[src/rtl/swd_host_pkg.sv]
package swd_host_pkg;

    typedef enum logic [3:0] {
        ST_IDLE,
        ST_LRST_HI,
        ST_LRST_LO,
        ST_REQ,
        ST_TRN_A,
        ST_ACK,
        ST_TRN_B,
        ST_WDATA,
        ST_RDATA,
        ST_TRN_C,
        ST_TAIL
    } swd_state_e;

    localparam logic [2:0] ACK_OK    = 3'b001;
    localparam logic [2:0] ACK_WAIT  = 3'b010;
    localparam logic [2:0] ACK_FAULT = 3'b100;

    localparam int REQ_BITS  = 8;
    localparam int ACK_BITS  = 3;
    localparam int DATA_BITS = 32;

    // Request packet, bit 0 is sent first.
    function automatic logic [REQ_BITS-1:0] build_request(
        input logic       port_sel,
        input logic       is_read,
        input logic [1:0] reg_addr
    );
        logic par;
        par = port_sel ^ is_read ^ reg_addr[0] ^ reg_addr[1];
        return {1'b1, 1'b0, par, reg_addr[1], reg_addr[0], is_read, port_sel, 1'b1};
    endfunction

endpackage

[src/rtl/swd_clk_gen.sv]
module swd_clk_gen #(
    parameter int DIV_W = 8
) (
    input  logic             clk,
    input  logic             rst_n,
    input  logic             en,
    input  logic [DIV_W-1:0] half_div,
    output logic             sclk,
    output logic             rise_stb,
    output logic             fall_stb
);
    logic [DIV_W-1:0] cnt;
    logic             tick;

    assign tick     = en && (cnt == half_div);
    assign rise_stb = tick && !sclk;
    assign fall_stb = tick && sclk;

    always_ff @(posedge clk or negedge rst_n) begin
        if (!rst_n) begin
            cnt  <= '0;
            sclk <= 1'b0;
        end else if (!en) begin
            cnt  <= '0;
            sclk <= 1'b0;
        end else if (tick) begin
            cnt  <= '0;
            sclk <= ~sclk;
        end else begin
            cnt  <= cnt + 1'b1;
        end
    end
endmodule

[src/rtl/swd_req_framer.sv]
module swd_req_framer
    import swd_host_pkg::*;
(
    input  logic                port_sel,
    input  logic                is_read,
    input  logic [1:0]          reg_addr,
    input  logic [DATA_BITS-1:0] wdata,
    output logic [REQ_BITS-1:0] req_pkt,
    output logic [DATA_BITS:0]  wr_frame
);
    always_comb begin
        req_pkt  = build_request(port_sel, is_read, reg_addr);
        wr_frame = {^wdata, wdata};
    end
endmodule

[src/rtl/swd_rx_shift.sv]
module swd_rx_shift #(
    parameter int W = 3
) (
    input  logic         clk,
    input  logic         rst_n,
    input  logic         clr,
    input  logic         shift_en,
    input  logic         bit_in,
    output logic [W-1:0] q
);
    generate
        if (W == 1) begin : g_single
            always_ff @(posedge clk or negedge rst_n) begin
                if (!rst_n)        q <= '0;
                else if (clr)      q <= '0;
                else if (shift_en) q <= bit_in;
            end
        end else begin : g_multi
            always_ff @(posedge clk or negedge rst_n) begin
                if (!rst_n)        q <= '0;
                else if (clr)      q <= '0;
                else if (shift_en) q <= {bit_in, q[W-1:1]};
            end
        end
    endgenerate
endmodule

[src/rtl/swd_host_engine.sv]
module swd_host_engine
    import swd_host_pkg::*;
#(
    parameter int DIV_W         = 8,
    parameter int IDLE_W        = 8,
    parameter int RST_HIGH_BITS = 56,
    parameter int RST_LOW_BITS  = 2
) (
    input  logic              clk,
    input  logic              rst_n,
    input  logic [DIV_W-1:0]  clk_half_div,
    input  logic [IDLE_W-1:0] idle_cycles,
    input  logic              cmd_valid,
    input  logic              cmd_line_reset,
    input  logic              cmd_ap_sel,
    input  logic              cmd_read,
    input  logic [1:0]        cmd_addr,
    input  logic [31:0]       cmd_wdata,
    output logic              busy,
    output logic              done,
    output logic [2:0]        rsp_ack,
    output logic [31:0]       rsp_rdata,
    output logic              rsp_parity_err,
    output logic              rsp_proto_err,
    output logic              swclk,
    output logic              swdio_out,
    output logic              swdio_oe,
    input  logic              swdio_in
);
    localparam int CW_RST = $clog2(RST_HIGH_BITS + 1);
    localparam int CW_MIN = (IDLE_W > 6) ? IDLE_W : 6;
    localparam int CNT_W  = (CW_RST > CW_MIN) ? CW_RST : CW_MIN;
    localparam int FRM_W  = DATA_BITS + 1;

    swd_state_e state, state_n;

    logic [CNT_W-1:0]    bit_cnt, bit_limit;
    logic                last_bit, adv, accept;
    logic                rise_stb, fall_stb;
    logic [DIV_W-1:0]    div_q;
    logic [IDLE_W-1:0]   idle_q;
    logic                rnw_q, released;
    logic [REQ_BITS-1:0] req_sr, req_pkt;
    logic [FRM_W-1:0]    wd_sr, wr_frame;
    logic [ACK_BITS-1:0] ack_word;
    logic [FRM_W-1:0]    rd_word;
    logic                ack_known;
    swd_state_e          after_xfer;

    assign accept    = (state == ST_IDLE) && cmd_valid;
    assign busy      = (state != ST_IDLE);
    assign ack_known = (ack_word == ACK_OK) || (ack_word == ACK_WAIT) || (ack_word == ACK_FAULT);
    assign after_xfer = (idle_q == '0) ? ST_IDLE : ST_TAIL;

    swd_clk_gen #(.DIV_W(DIV_W)) i_clk_gen (
        .clk      (clk),
        .rst_n    (rst_n),
        .en       (busy),
        .half_div (div_q),
        .sclk     (swclk),
        .rise_stb (rise_stb),
        .fall_stb (fall_stb)
    );

    swd_req_framer i_framer (
        .port_sel (cmd_ap_sel),
        .is_read  (cmd_read),
        .reg_addr (cmd_addr),
        .wdata    (cmd_wdata),
        .req_pkt  (req_pkt),
        .wr_frame (wr_frame)
    );

    swd_rx_shift #(.W(ACK_BITS)) i_ack_shift (
        .clk      (clk),
        .rst_n    (rst_n),
        .clr      (accept),
        .shift_en (rise_stb && (state == ST_ACK)),
        .bit_in   (swdio_in),
        .q        (ack_word)
    );

    swd_rx_shift #(.W(FRM_W)) i_data_shift (
        .clk      (clk),
        .rst_n    (rst_n),
        .clr      (accept),
        .shift_en (rise_stb && (state == ST_RDATA)),
        .bit_in   (swdio_in),
        .q        (rd_word)
    );

    // Number of wire bits each state lasts
    always_comb begin
        unique case (state)
            ST_LRST_HI:          bit_limit = CNT_W'(RST_HIGH_BITS);
            ST_LRST_LO:          bit_limit = CNT_W'(RST_LOW_BITS);
            ST_REQ:              bit_limit = CNT_W'(REQ_BITS);
            ST_ACK:              bit_limit = CNT_W'(ACK_BITS);
            ST_WDATA, ST_RDATA:  bit_limit = CNT_W'(FRM_W);
            ST_TAIL:             bit_limit = CNT_W'(idle_q);
            default:             bit_limit = CNT_W'(1);
        endcase
    end

    assign last_bit = (bit_cnt == bit_limit - CNT_W'(1));
    assign adv      = fall_stb && last_bit;

    // Next state
    always_comb begin
        state_n = state;
        unique case (state)
            ST_IDLE:    if (cmd_valid) state_n = cmd_line_reset ? ST_LRST_HI : ST_REQ;
            ST_LRST_HI: if (adv) state_n = ST_LRST_LO;
            ST_LRST_LO: if (adv) state_n = ST_IDLE;
            ST_REQ:     if (adv) state_n = ST_TRN_A;
            ST_TRN_A:   if (adv) state_n = ST_ACK;
            ST_ACK: begin
                if (adv) begin
                    if (!ack_known)                        state_n = ST_IDLE;
                    else if ((ack_word == ACK_OK) && rnw_q) state_n = ST_RDATA;
                    else                                   state_n = ST_TRN_B;
                end
            end
            ST_TRN_B:   if (adv) state_n = (ack_word == ACK_OK) ? ST_WDATA : after_xfer;
            ST_WDATA:   if (adv) state_n = after_xfer;
            ST_RDATA:   if (adv) state_n = ST_TRN_C;
            ST_TRN_C:   if (adv) state_n = after_xfer;
            ST_TAIL:    if (adv) state_n = ST_IDLE;
            default:    state_n = ST_IDLE;
        endcase
    end

    // State register
    always_ff @(posedge clk or negedge rst_n) begin
        if (!rst_n) state <= ST_IDLE;
        else        state <= state_n;
    end

    // Bit counter within a state
    always_ff @(posedge clk or negedge rst_n) begin
        if (!rst_n)                 bit_cnt <= '0;
        else if (state_n != state)  bit_cnt <= '0;
        else if (fall_stb)          bit_cnt <= bit_cnt + CNT_W'(1);
    end

    // Command capture, transmit shifting and responses
    always_ff @(posedge clk or negedge rst_n) begin
        if (!rst_n) begin
            div_q          <= '0;
            idle_q         <= '0;
            rnw_q          <= 1'b0;
            released       <= 1'b0;
            req_sr         <= '0;
            wd_sr          <= '0;
            done           <= 1'b0;
            rsp_ack        <= '0;
            rsp_rdata      <= '0;
            rsp_parity_err <= 1'b0;
            rsp_proto_err  <= 1'b0;
        end else begin
            done <= 1'b0;
            if (accept) begin
                div_q          <= clk_half_div;
                idle_q         <= idle_cycles;
                rnw_q          <= cmd_read;
                released       <= 1'b0;
                req_sr         <= req_pkt;
                wd_sr          <= wr_frame;
                rsp_ack        <= '0;
                rsp_parity_err <= 1'b0;
                rsp_proto_err  <= 1'b0;
            end else begin
                if (fall_stb && (state == ST_REQ))
                    req_sr <= {1'b0, req_sr[REQ_BITS-1:1]};
                if (fall_stb && (state == ST_WDATA))
                    wd_sr <= {1'b0, wd_sr[FRM_W-1:1]};
                if (adv && (state == ST_ACK)) begin
                    rsp_ack <= ack_word;
                    if (!ack_known) begin
                        rsp_proto_err <= 1'b1;
                        released      <= 1'b1;
                    end
                end
                if (adv && (state == ST_RDATA)) begin
                    rsp_rdata      <= rd_word[DATA_BITS-1:0];
                    rsp_parity_err <= ^rd_word;
                end
                if ((state != ST_IDLE) && (state_n == ST_IDLE))
                    done <= 1'b1;
            end
        end
    end

    // Line outputs
    always_comb begin
        swdio_oe  = 1'b1;
        swdio_out = 1'b0;
        unique case (state)
            ST_IDLE:    swdio_oe  = ~released;
            ST_LRST_HI: swdio_out = 1'b1;
            ST_LRST_LO: swdio_out = 1'b0;
            ST_REQ:     swdio_out = req_sr[0];
            ST_WDATA:   swdio_out = wd_sr[0];
            ST_TAIL:    swdio_out = 1'b0;
            default:    swdio_oe  = 1'b0;
        endcase
    end
endmodule

[config.mk]
export PLATFORM = sky130hd
export DESIGN_NAME = swd_host_engine
export DESIGN_NICKNAME = d
export VERILOG_FILES = /design/src/rtl/swd_host_pkg.sv /design/src/rtl/swd_clk_gen.sv /design/src/rtl/swd_req_framer.sv /design/src/rtl/swd_rx_shift.sv /design/src/rtl/swd_host_engine.sv
export SDC_FILE = /design/constraint.sdc
export NUM_CORES = 1
export LEC_CHECK = 0
export BUFFER_PORTS_ARGS = -buffer_cell sky130_fd_sc_hd__buf_2
export CORE_MARGIN = 1.5
export CORE_UTILIZATION = 60
export DETAILED_ROUTE_END_ITERATION = 12
export PLACE_DENSITY = 0.82
export SETUP_SLACK_MARGIN = 0.02
export SLEW_MARGIN = 40
export SYNTH_ARGS = -nofsm -noshare
export SYNTH_HDL_FRONTEND = slang
export SYNTH_SLANG_ARGS = --single-unit
export TNS_END_PERCENT = 20
[constraint.sdc]
create_clock -name clk -period 5.9 [get_ports clk]
set_clock_uncertainty 0.05 [all_clocks]
set_input_delay 0 -clock clk [delete_from_list [all_inputs] [get_ports clk]]
set_output_delay 0 -clock clk [all_outputs]
set_load 0.05 [all_outputs]
==> flow_summary.toml <==
[clock_tree]
cts_buffers = 17
cts_root_buf = "sky130_fd_sc_hd__clkbuf_16"
clock_insertion_delay_worst_skew_ns = 0.43
postCtsResizedCells = 0
clockBufferDepth = 2
ctsHtreeMaxLevel = 4
clock-sinks = 153
cts_tree = "built"
clkSlewWorstSetupHoldPaths_ns = 0.06

[worst_setup_path]
critPathLaunchType = "flop"
cp_cell_sequence = "nand2_1 -> o32a_1 -> ha_1 -> o21ai_1 -> xor3_1 -> nand3_1 -> a221o_1 -> or4_4 -> mux2_4"
timing.critical_path.max_delay_family = "simple AND/OR/NAND/NOR gates"
crit-reg2reg-launch = "state[1]"
crit_required_ns = 6.16
crit_path_top_delay_cell = "sky130_fd_sc_hd__dfrtp_1"
critical_path_cell_count = 9
cpPeakStageDelay_ns = 0.89
crit_start = "state[1]"
timing.critical_path.arrival_ns = 4.24
slack_of_the_worst_reg_to_reg_path_ns = 1.92
worstPathMaxFanout = 34
crit_path_end_kind = "flop"
timing.setup.critical_path_class = "flop to flop"
worstPathBufferInverterCount = 0
r2r_end = "rsp_rdata[27]"
rr_worst_depth = 9
worst_setup_path_end = "rsp_rdata[27]"

[synth]
synth.yosys.warnings = 0
yosys_register_bits = 153
synth_enable_flop_cells = 0
netlist_top_cells_area = "sky130_fd_sc_hd__dfrtp_1, sky130_fd_sc_hd__mux2i_1, sky130_fd_sc_hd__xnor2_1"
synth_top_cells_by_count = "sky130_fd_sc_hd__dfrtp_1, sky130_fd_sc_hd__nand2_1, sky130_fd_sc_hd__mux2i_1, sky130_fd_sc_hd__xnor2_1, sky130_fd_sc_hd__nor2_1"
synthesis.nets = 789
post_synth_arst_share = 1.00
seq_area_frac_synth = 0.492
post_synth.cell_area_avg_um2 = 10.7
yosysMostFrequentCell = "sky130_fd_sc_hd__dfrtp_1"
synthDistinctLibCells = 50
syn-instance-count = 729
ys.flop_type = "sky130_fd_sc_hd__dfrtp_1"
post_synth_instance_area_um2 = 7780
yosys.area.top_type_share = 0.492
synthDominantAreaCellType = "sky130_fd_sc_hd__dfrtp_1"

[global_routing]
gr-usage-all-layers = 0.282
first_global_vias = 5908
grt-ovfl-total = 0
wire_length_of_the_first_global_routing_pass_mm = 29.5
maximum_number_of_pins_on_one_net_before_global_route_repair = 80
antenna_found_initial = 0

[finish]
final_net_count = 923
diodes_inserted = 0
finalCoreUtilization = 0.753
area_overhead_vs_synth_pct = 22.2
stdcell_count = 1048
layout-drive-gt1-share = 0.202
final_area_um2 = 9500

[timing]
layout_setup_ws_ns = 1.92
timing.fmax_ghz = 0.251
fin_tns_setup_ns = 0
drv_slew = 0
report.final.setup_viol = 0
timing.slew.headroom = 0.441
worst_slew_pin_slew_ns = 0.839
finalHoldWorstSlack_ns = 0.122
final.period_utilization = 0.675
grt_setup_unrepaired = "false"
min_period_ns = 3.98
finalHoldViolations = 0

[placed_design]
gpl.final_weighted_congestion = 0.800
hpwlAfterDp_mm = 10.5
port-buffer-count = 98
detailedPlace.worstSlack_ns = 1.95
post-place-cells = 961
dpl_cell_area_um2 = 8360

[route]
drc = 0
routed-via-count = 5743
drt-wirelength-per-cell_um = 16.9
totalWireLength_mm = 17.7
drt-pass1-iter-count = 4
drt_iter0_drc = 406
routed_via_density = 5.48
final_antenna_net_count = 0

[die]
floorplan.rows = 41
horizontal_die_dimension_um = 117
design.die.area_um2 = 13700
die_height_um = 117
design.core.area_um2 = 12600
initial_utilization = 0.616
floorplan.io_pins = 99

[status]
run_status = "finished clean"

[pwr]
total_power_mw = 4.24
p_leak_nw = 4.67
power_per_cell_area_nw_per_um2 = 446
peakVddDrop_mv = 0.243

[job]
max_cap_viol_count = 0

[worst_hold_path]
timing.hold.worst.class = "input port to flop"
-- worst register-to-register path: stages, from the launching register on --
cell and delay [ns]:
sky130_fd_sc_hd__dfrtp_1 0.89, sky130_fd_sc_hd__nand2_1 0.20, sky130_fd_sc_hd__o32a_1 0.34, sky130_fd_sc_hd__ha_1 0.20, sky130_fd_sc_hd__o21ai_1 0.19, sky130_fd_sc_hd__xor3_1 0.27, sky130_fd_sc_hd__nand3_1 0.07, sky130_fd_sc_hd__a221o_1 0.48
sky130_fd_sc_hd__or4_4 0.78, sky130_fd_sc_hd__mux2_4 0.40
-- cell type report --
class                           instances  area (um2)
Sequential cell                       153        3830
Timing Repair Buffer                  156        1070
Clock buffer                           19         443
Inverter                                7        26.3
Multi-Input combinational cell        528        3770
Tap cell                              172         215
Clock inverter                         13         151
Fill cell                             863        3120
-- power breakdown --
| group | internal, mW | switching [mW] |
|---|---|---|
| Sequential | 1.37 | 0.350 |
| Clock | 0.672 | 0.425 |
| Combinational | 0.681 | 0.739 |
-- layer usage --
layer | GRT usage | vias up | share of wire
met4 | 0.0932 | 0 | 0.018
met3 | 0.0623 | 24 | 0.037
li1 | - | 2747 | -
met2 | 0.469 | 149 | 0.50
met5 | 0 | - | 0
met1 | 0.370 | 2823 | 0.45
-- cells in the final DEF, fill, tap and decap left out, types with 2 or more instances in the layout --
cell	instances
sky130_fd_sc_hd__dlygate4sd3_1	55
sky130_fd_sc_hd__o21a_1	2
sky130_fd_sc_hd__ha_1	3
sky130_fd_sc_hd__buf_4	2
sky130_fd_sc_hd__clkbuf_16	17
sky130_fd_sc_hd__nor3b_1	3
sky130_fd_sc_hd__nor2_1	67
sky130_fd_sc_hd__bufinv_16	3
sky130_fd_sc_hd__clkinv_2	6
sky130_fd_sc_hd__nand4b_1	2
sky130_fd_sc_hd__and4_1	3
sky130_fd_sc_hd__o22ai_1	7
sky130_fd_sc_hd__dfrtp_1	153
sky130_fd_sc_hd__clkinvlp_4	3
sky130_fd_sc_hd__nor3_1	7
sky130_fd_sc_hd__xor2_1	30
sky130_fd_sc_hd__o21ai_0	47
sky130_fd_sc_hd__inv_1	7
sky130_fd_sc_hd__nor4_1	5
sky130_fd_sc_hd__nor2b_1	4
sky130_fd_sc_hd__nand2_1	95
sky130_fd_sc_hd__a21oi_1	11
sky130_fd_sc_hd__or3_1	6
sky130_fd_sc_hd__and3_1	3
sky130_fd_sc_hd__nand4_1	3
sky130_fd_sc_hd__nand3_1	15
sky130_fd_sc_hd__xnor2_1	68
sky130_fd_sc_hd__nand2b_1	7
sky130_fd_sc_hd__buf_6	2
sky130_fd_sc_hd__mux2i_1	80
sky130_fd_sc_hd__mux2_2	4
sky130_fd_sc_hd__mux2_4	28
sky130_fd_sc_hd__buf_2	97
sky130_fd_sc_hd__or3b_2	2
-- sequential cells by signal, summed over array words and instances (netlist names) --
signal	flops
state	4
released	1
i_clk_gen.sclk	1
done	1
rsp_parity_err	1
idle_q	8
i_clk_gen.cnt	8
bit_cnt	8
div_q	8
req_sr	8
i_data_shift.q	33
rnw_q	1
wd_sr	33
i_ack_shift.q	3
rsp_ack	3
rsp_rdata	32
-- cell families after synthesis --
| family | after synthesis | share of synthesized area |
|---|---|---|
| fa+ha+maj | 4 | 0.00611 |
| mux | 112 | 0.163 |
| xor+xnor | 99 | 0.113 |
| flops | 153 | 0.492 |
| simple gates | 232 | 0.137 |
| buf+inv | 48 | 0.0281 |
| compound gates | 81 | 0.0610 |
-- how the worst min path moves through the flow --
stage,slack (ns),cells past startpoint,from,endpoint
3_3_place_gp,0.02,1,rst_n,div_q[6]
4_1_cts,0.12,3,cmd_valid,req_sr[0]
5_1_grt,0.15,3,cmd_valid,req_sr[0]
3_5_place_dp,0.02,1,rst_n,div_q[7]
6_report,0.12,3,cmd_valid,req_sr[0]
2_1_floorplan,-0.35,0,rst_n,bit_cnt[0]
-- timing repair --
action | CTS | global route
endpoints found under the hold margin | 134 | 0
hold buffers | 55 | 0
setup buffers | 0 | 0
No activity file was read; power rests on OpenSTA's default activity.
